### src/rtl/hdlc_stat_irq.sv
module hdlc_stat_irq #(
  parameter int LVL_W   = 9,
  parameter int STEP_LG = 4,
  parameter int WM_W    = 3,
  parameter int CODE_W  = 4
) (
  input  logic              clk,
  input  logic              rst_n,
  input  logic              rx_start_p,
  input  logic              rx_end_p,
  input  logic              rx_ovr_p,
  input  logic              tx_undr_p,
  input  logic              tx_wr_p,
  input  logic [LVL_W-1:0]  tx_level,
  input  logic [LVL_W-1:0]  rx_level,
  input  logic [WM_W-1:0]   wm_sel,
  input  logic [15:0]       irq_mask,
  input  logic              ctrl_mask,
  input  logic              rd_stb,
  output logic [15:0]       status,
  output logic              irq
);
  localparam logic [15:0] IRQ_SRC  = 16'h20F0;
  localparam int          THR_W    = LVL_W + 1;
  localparam logic [CODE_W-1:0] CODE_MAX = '1;

  logic lat_ovr, lat_und, lat_end, lat_start, armed;
  logic [LVL_W-1:0]  steps;
  logic [CODE_W-1:0] code;
  logic [THR_W-1:0]  thr;
  logic              hwm;

  always_ff @(posedge clk) begin
    if (!rst_n) begin
      lat_ovr   <= 1'b0;
      lat_und   <= 1'b0;
      lat_end   <= 1'b0;
      lat_start <= 1'b0;
      armed     <= 1'b0;
    end else begin
      lat_ovr   <= rx_ovr_p   | (lat_ovr   & ~rd_stb);
      lat_end   <= rx_end_p   | (lat_end   & ~rd_stb);
      lat_start <= rx_start_p | (lat_start & ~rd_stb);
      lat_und   <= (tx_undr_p & armed) | (lat_und & ~rd_stb);
      armed     <= tx_wr_p | (armed & ~tx_undr_p);
    end
  end

  assign steps = tx_level >> STEP_LG;
  assign code  = (steps > LVL_W'(CODE_MAX)) ? CODE_MAX : steps[CODE_W-1:0];
  assign thr   = (THR_W'(wm_sel) + THR_W'(1)) << STEP_LG;
  assign hwm   = THR_W'(rx_level) > thr;

  assign status = {2'b00, lat_ovr, (tx_level == '0), code,
                   lat_und, lat_end, lat_start, hwm, 4'b0000};
  assign irq    = ctrl_mask & |(status & irq_mask & IRQ_SRC);
endmodule

### config.mk
export PLATFORM = sky130hd
export DESIGN_NAME = hdlc_stat_irq
export DESIGN_NICKNAME = d
export VERILOG_FILES = /design/src/rtl/hdlc_stat_irq.sv
export SDC_FILE = /design/constraint.sdc
export NUM_CORES = 1
export LEC_CHECK = 0
export BUFFER_PORTS_ARGS = -buffer_cell sky130_fd_sc_hd__buf_2
export CAP_MARGIN = 20
export CORE_UTILIZATION = 32
export DETAILED_ROUTE_END_ITERATION = 16
export PLACE_DENSITY = 0.82
export SYNTH_ARGS = -nofsm -noshare
export SYNTH_HDL_FRONTEND = slang
export SYNTH_SLANG_ARGS = --single-unit
### constraint.sdc
create_clock -name clk -period 3.2 [get_ports clk]
set_input_delay 0.16 -clock clk [delete_from_list [all_inputs] [get_ports clk]]
set_output_delay 0.16 -clock clk [all_outputs]
set_load 0.05 [all_outputs]
After elaboration in Yosys (flattened, before gate mapping)
Cells that the tools add are included.
- flip-flop bits (word level): 5
- bits in latches: 0
- bits in writable memories: 0
- memory bits (read-only): 0
- output and inout bits: 17
- memories: 0
- add/sub/neg operators: 1
- multipliers: 0
- div/mod/pow operators: 0
- magnitude comparators: 2
- equality and inequality tests: 0
- shifts and indexed selects: 0
- multiplexer cells: 1
- bitwise operators: 15
- reduce and logical (&&, ||, !) cells: 2
- operators by type and width (operator ; count):
    14-bit AND ; 1
    9-bit by 8-bit greater-than comparator with 1-bit output ; 1
    9-bit zero test ; 1
    1-bit AND ; 7
    5-bit by 4-bit greater-than comparator with 1-bit output (second input constant) ; 1
    1-bit OR ; 5
    5-bit OR reduction ; 1
    3-bit by 1-bit adder with 4-bit output (second input constant) ; 1
    4-bit 2-to-1 mux ; 1
    1-bit inverter ; 2

Logic depth before layout (Yosys ltp)
- word-level depth: 5
- gate-level depth with buffers: 7
- mapped depth without buffers: 7

Worst setup path after synthesis
OpenSTA, ideal clock, no wires.
- path kind: in2out
- from: in wm_sel[0]
- to: out irq
- arrival time: 2.158 ns
- required time: 3.040 ns
- path slack: 0.882 ns
- stages: 7
- cell sequence: ha_1 inv_1 ha_1 or4b_1 or4b_1 and3_1 a21o_1
- word-level cells in the longest chain between the ends: 5
- RTL lines (item ; line ; source):
    start, declared ; 16 ; input logic [WM_W-1:0] wm_sel,
    3-bit by 1-bit adder with 4-bit output ; 51 ; assign thr = (THR_W'(wm_sel) + THR_W'(1)) << STEP_LG;
    9-bit by 8-bit greater-than comparator with 1-bit output ; 52 ; assign hwm = THR_W'(rx_level) > thr;
    14-bit AND ; 56 ; assign irq = ctrl_mask & |(status & irq_mask & IRQ_SRC);
    5-bit OR reduction ; 56 ;
    1-bit AND ; 56 ;
    end, declared ; 21 ; output logic irq
Every way passes these cells.

Final worst setup path
Same ends and word-level chain as after synthesis.

==> flow_summary.toml <==
[outcome]
status = "completed"

[route]
drc = 0
drtIter0Drc = 2
viasPerCell = 4.61
routedWlPerCell_um = 9.00
drt_wl_total_um = 1060
vias = 544
ant_nets = 0
first_pass_iters = 2

[sta]
skew_ps = 0.0296
finalCritPeriodShare_pct = 79.8
fin_tns_setup_ps = 0
rsz0062_at_grt = "no"
max_clock_freq_ghz = 0.391
maxSlewViolCount = 0
setup_viol = 0
holdWs_ps = 134
hold_viol_final = 0
fin_crit_ps = 2560

[worst_setup_path]
max_stage_delay_ps = 540
critPathRequiredTime_ps = 3040
critPathArrivalTime_ps = 2400
end_kind = "primary output"
cp_num_buf_inv = 3
path_class = "in2out"
crit_path_max_fanout = 3
critical-path-top-delay-family = "simple AND/OR/NAND/NOR gates"
cp_cell_sequence = "buf_2 -> ha_1 -> inv_1 -> ha_1 -> or4b_1 -> or4b_1 -> and3_1 -> a21o_1 -> buf_2"
critPathLaunchType = "input pin"
cp_slowest_cell = "or4b_1"

[global_route]
grt.total_usage_pct = 14.0
grt_pass1_vias = 428
overflow = 0
grt_first_pass_wirelength_um = 1490
antenna_found_initial = 0
grt_max_degree = 6

[clock_tree]
ctsRootBufferMaster = "clkbuf_4"
ctsHtreeMaxLevel = 1
cts_buffers = 3
cts_setup_buffers = 0
cts.path.max_buffers = 2
clock_latency_ps = 240
clock_sinks = 5
cts_tree = "yes"
ctsHoldBuffers = 0
post_cts_resize_count = 0
clkTransAtPathRegs_ps = 40

[run]
maxCapViolations = 0

[die]
rows = 13
fp.dieW_um = 40.6
fp.dieH_um = 40.6
io_pins = 63
coreArea_um2 = 1350
initial_core_util_pct = 35.3
die-area_um2 = 1650

[synth]
syn_area_um2 = 477
synthesis.instances = 60
syn_avg_cell_area_um2 = 7.95
ys_ff_latch = 5
synth.top_cells.by_count = "buf_4 (11), inv_1 (6)"
yosysMostFrequentCell = "buf_4"
ys.flop_type = "dfxtp_1"
yosysSeqAreaShare_pct = 21.0
synth_top_area_share_pct = 21.0
yosys_warnings = 0
yosys.cell_types.count = 22
synth-async-reset-ratio_pct = 0
synth_top_cell_by_area = "dfxtp_1"
synth_edf_count = 0
netlist_top_cells_area = "dfxtp_1 (21%), buf_4 (17%), ha_1 (13%), nor2b_1 (6.6%), a21oi_1 (5.2%)"

[power]
power_leakage_nw = 0.390
pwr-share-seq_pct = 28.3
vdd_drop_max_mv = 0.188
power_frac_comb_pct = 42.5
switching_share_pct = 38.7
pwr-share-clk_pct = 29.2
p_int_mw = 0.150
power_mw = 0.244
p_sw_mw = 0.0944
powerDensity_nw_per_um2 = 357

[layout]
fin_util_pct = 50.6
drive_gt1_share_pct = 51.5
antenna_cells = 0
area_delta_synth_final_pct = 43.3
nets = 155
design_area_um2 = 683

[place]
dpl.hpwl_um = 963
io_buffer_count = 45
placed_cell_area_um2 = 657
gp_congestion = 0.702

[min_path]
hold_class = "in2reg"
[worst paths after layout]
check | startpoint | endpoint | slack [ps] | cells past startpoint
max | wm_sel[0] | irq | 640 | 9
min | tx_wr_p | armed | 130 | 2
max reg2reg | armed | armed | 2510 | 2
min reg2reg | lat_end | lat_end | 530 | 2
[flip-flops by register name, indices dropped and copies added (netlist names)]
register,flops
lat_und,1
lat_end,1
lat_start,1
armed,1
lat_ovr,1
[area by class of cell]
cell class,instances,area (µm²)
Multi-Input combinational cell,43,290
Tap cell,15,18.8
Timing Repair Buffer,45,225
Inverter,6,22.5
Sequential cell,5,100
Fill cell,144,667
Clock buffer,4,26.3
[per-stage QoR]
stage / std cells / setup WS, ps
floorplan: 65 / 882
global placement: 114 / 632
detailed placement: 114 / 610
CTS: 118 / 612
global route: 118 / 542
finish: 118 / 645
[power groups by stage]
stage	clock network (mW)	registers, mW	logic, mW
4_1_cts	0.0728	0.0691	0.105
6_report	0.0712	0.0692	0.104
2_1_floorplan	0	0.0695	0.0825
3_5_place_dp	0	0.0701	0.105
3_3_place_gp	0	0.0698	0.102
5_1_grt	0.0816	0.0694	0.114
[cell usage in the layout (no fill, tap or decap), types with 2 or more instances in the layout]
master     n
a21oi_1    5
or2_2      4
dfxtp_1    5
clkbuf_4   3
or4b_1     2
buf_2     45
inv_1      6
a22oi_1    3
nand2_1    2
ha_1       5
nor2b_1    5
conb_1     6
[logic make-up (layout without fill, tap and decap cells)]
group / count (synthesis) / after routing / synth area share (%)
and+or+nand+nor: 18 / 18 / 23.9
adders and majority gates: 5 / 5 / 13.1
DFF: 5 / 5 / 21.0
xor gates and xnor gates: 1 / 1 / 1.84
buffers and inverters: 17 / 55 / 22.0
AOI/OAI and AO/OA: 13 / 13 / 17.3
other: 1 / 6 / 0.787
[metal layers]
metal  global-route usage, %  vias up  part of all wire, %  routed length [µm]
li1                        -      274                    -                   -
met1                    11.7      233                   32                 342
met2                    29.0       37                   57                 604
met3                    3.33        0                   11                 115
met4                    7.50        0                    0                   0
met5                       0        -                    0                   0
No activity file was read; power rests on OpenSTA's default activity.
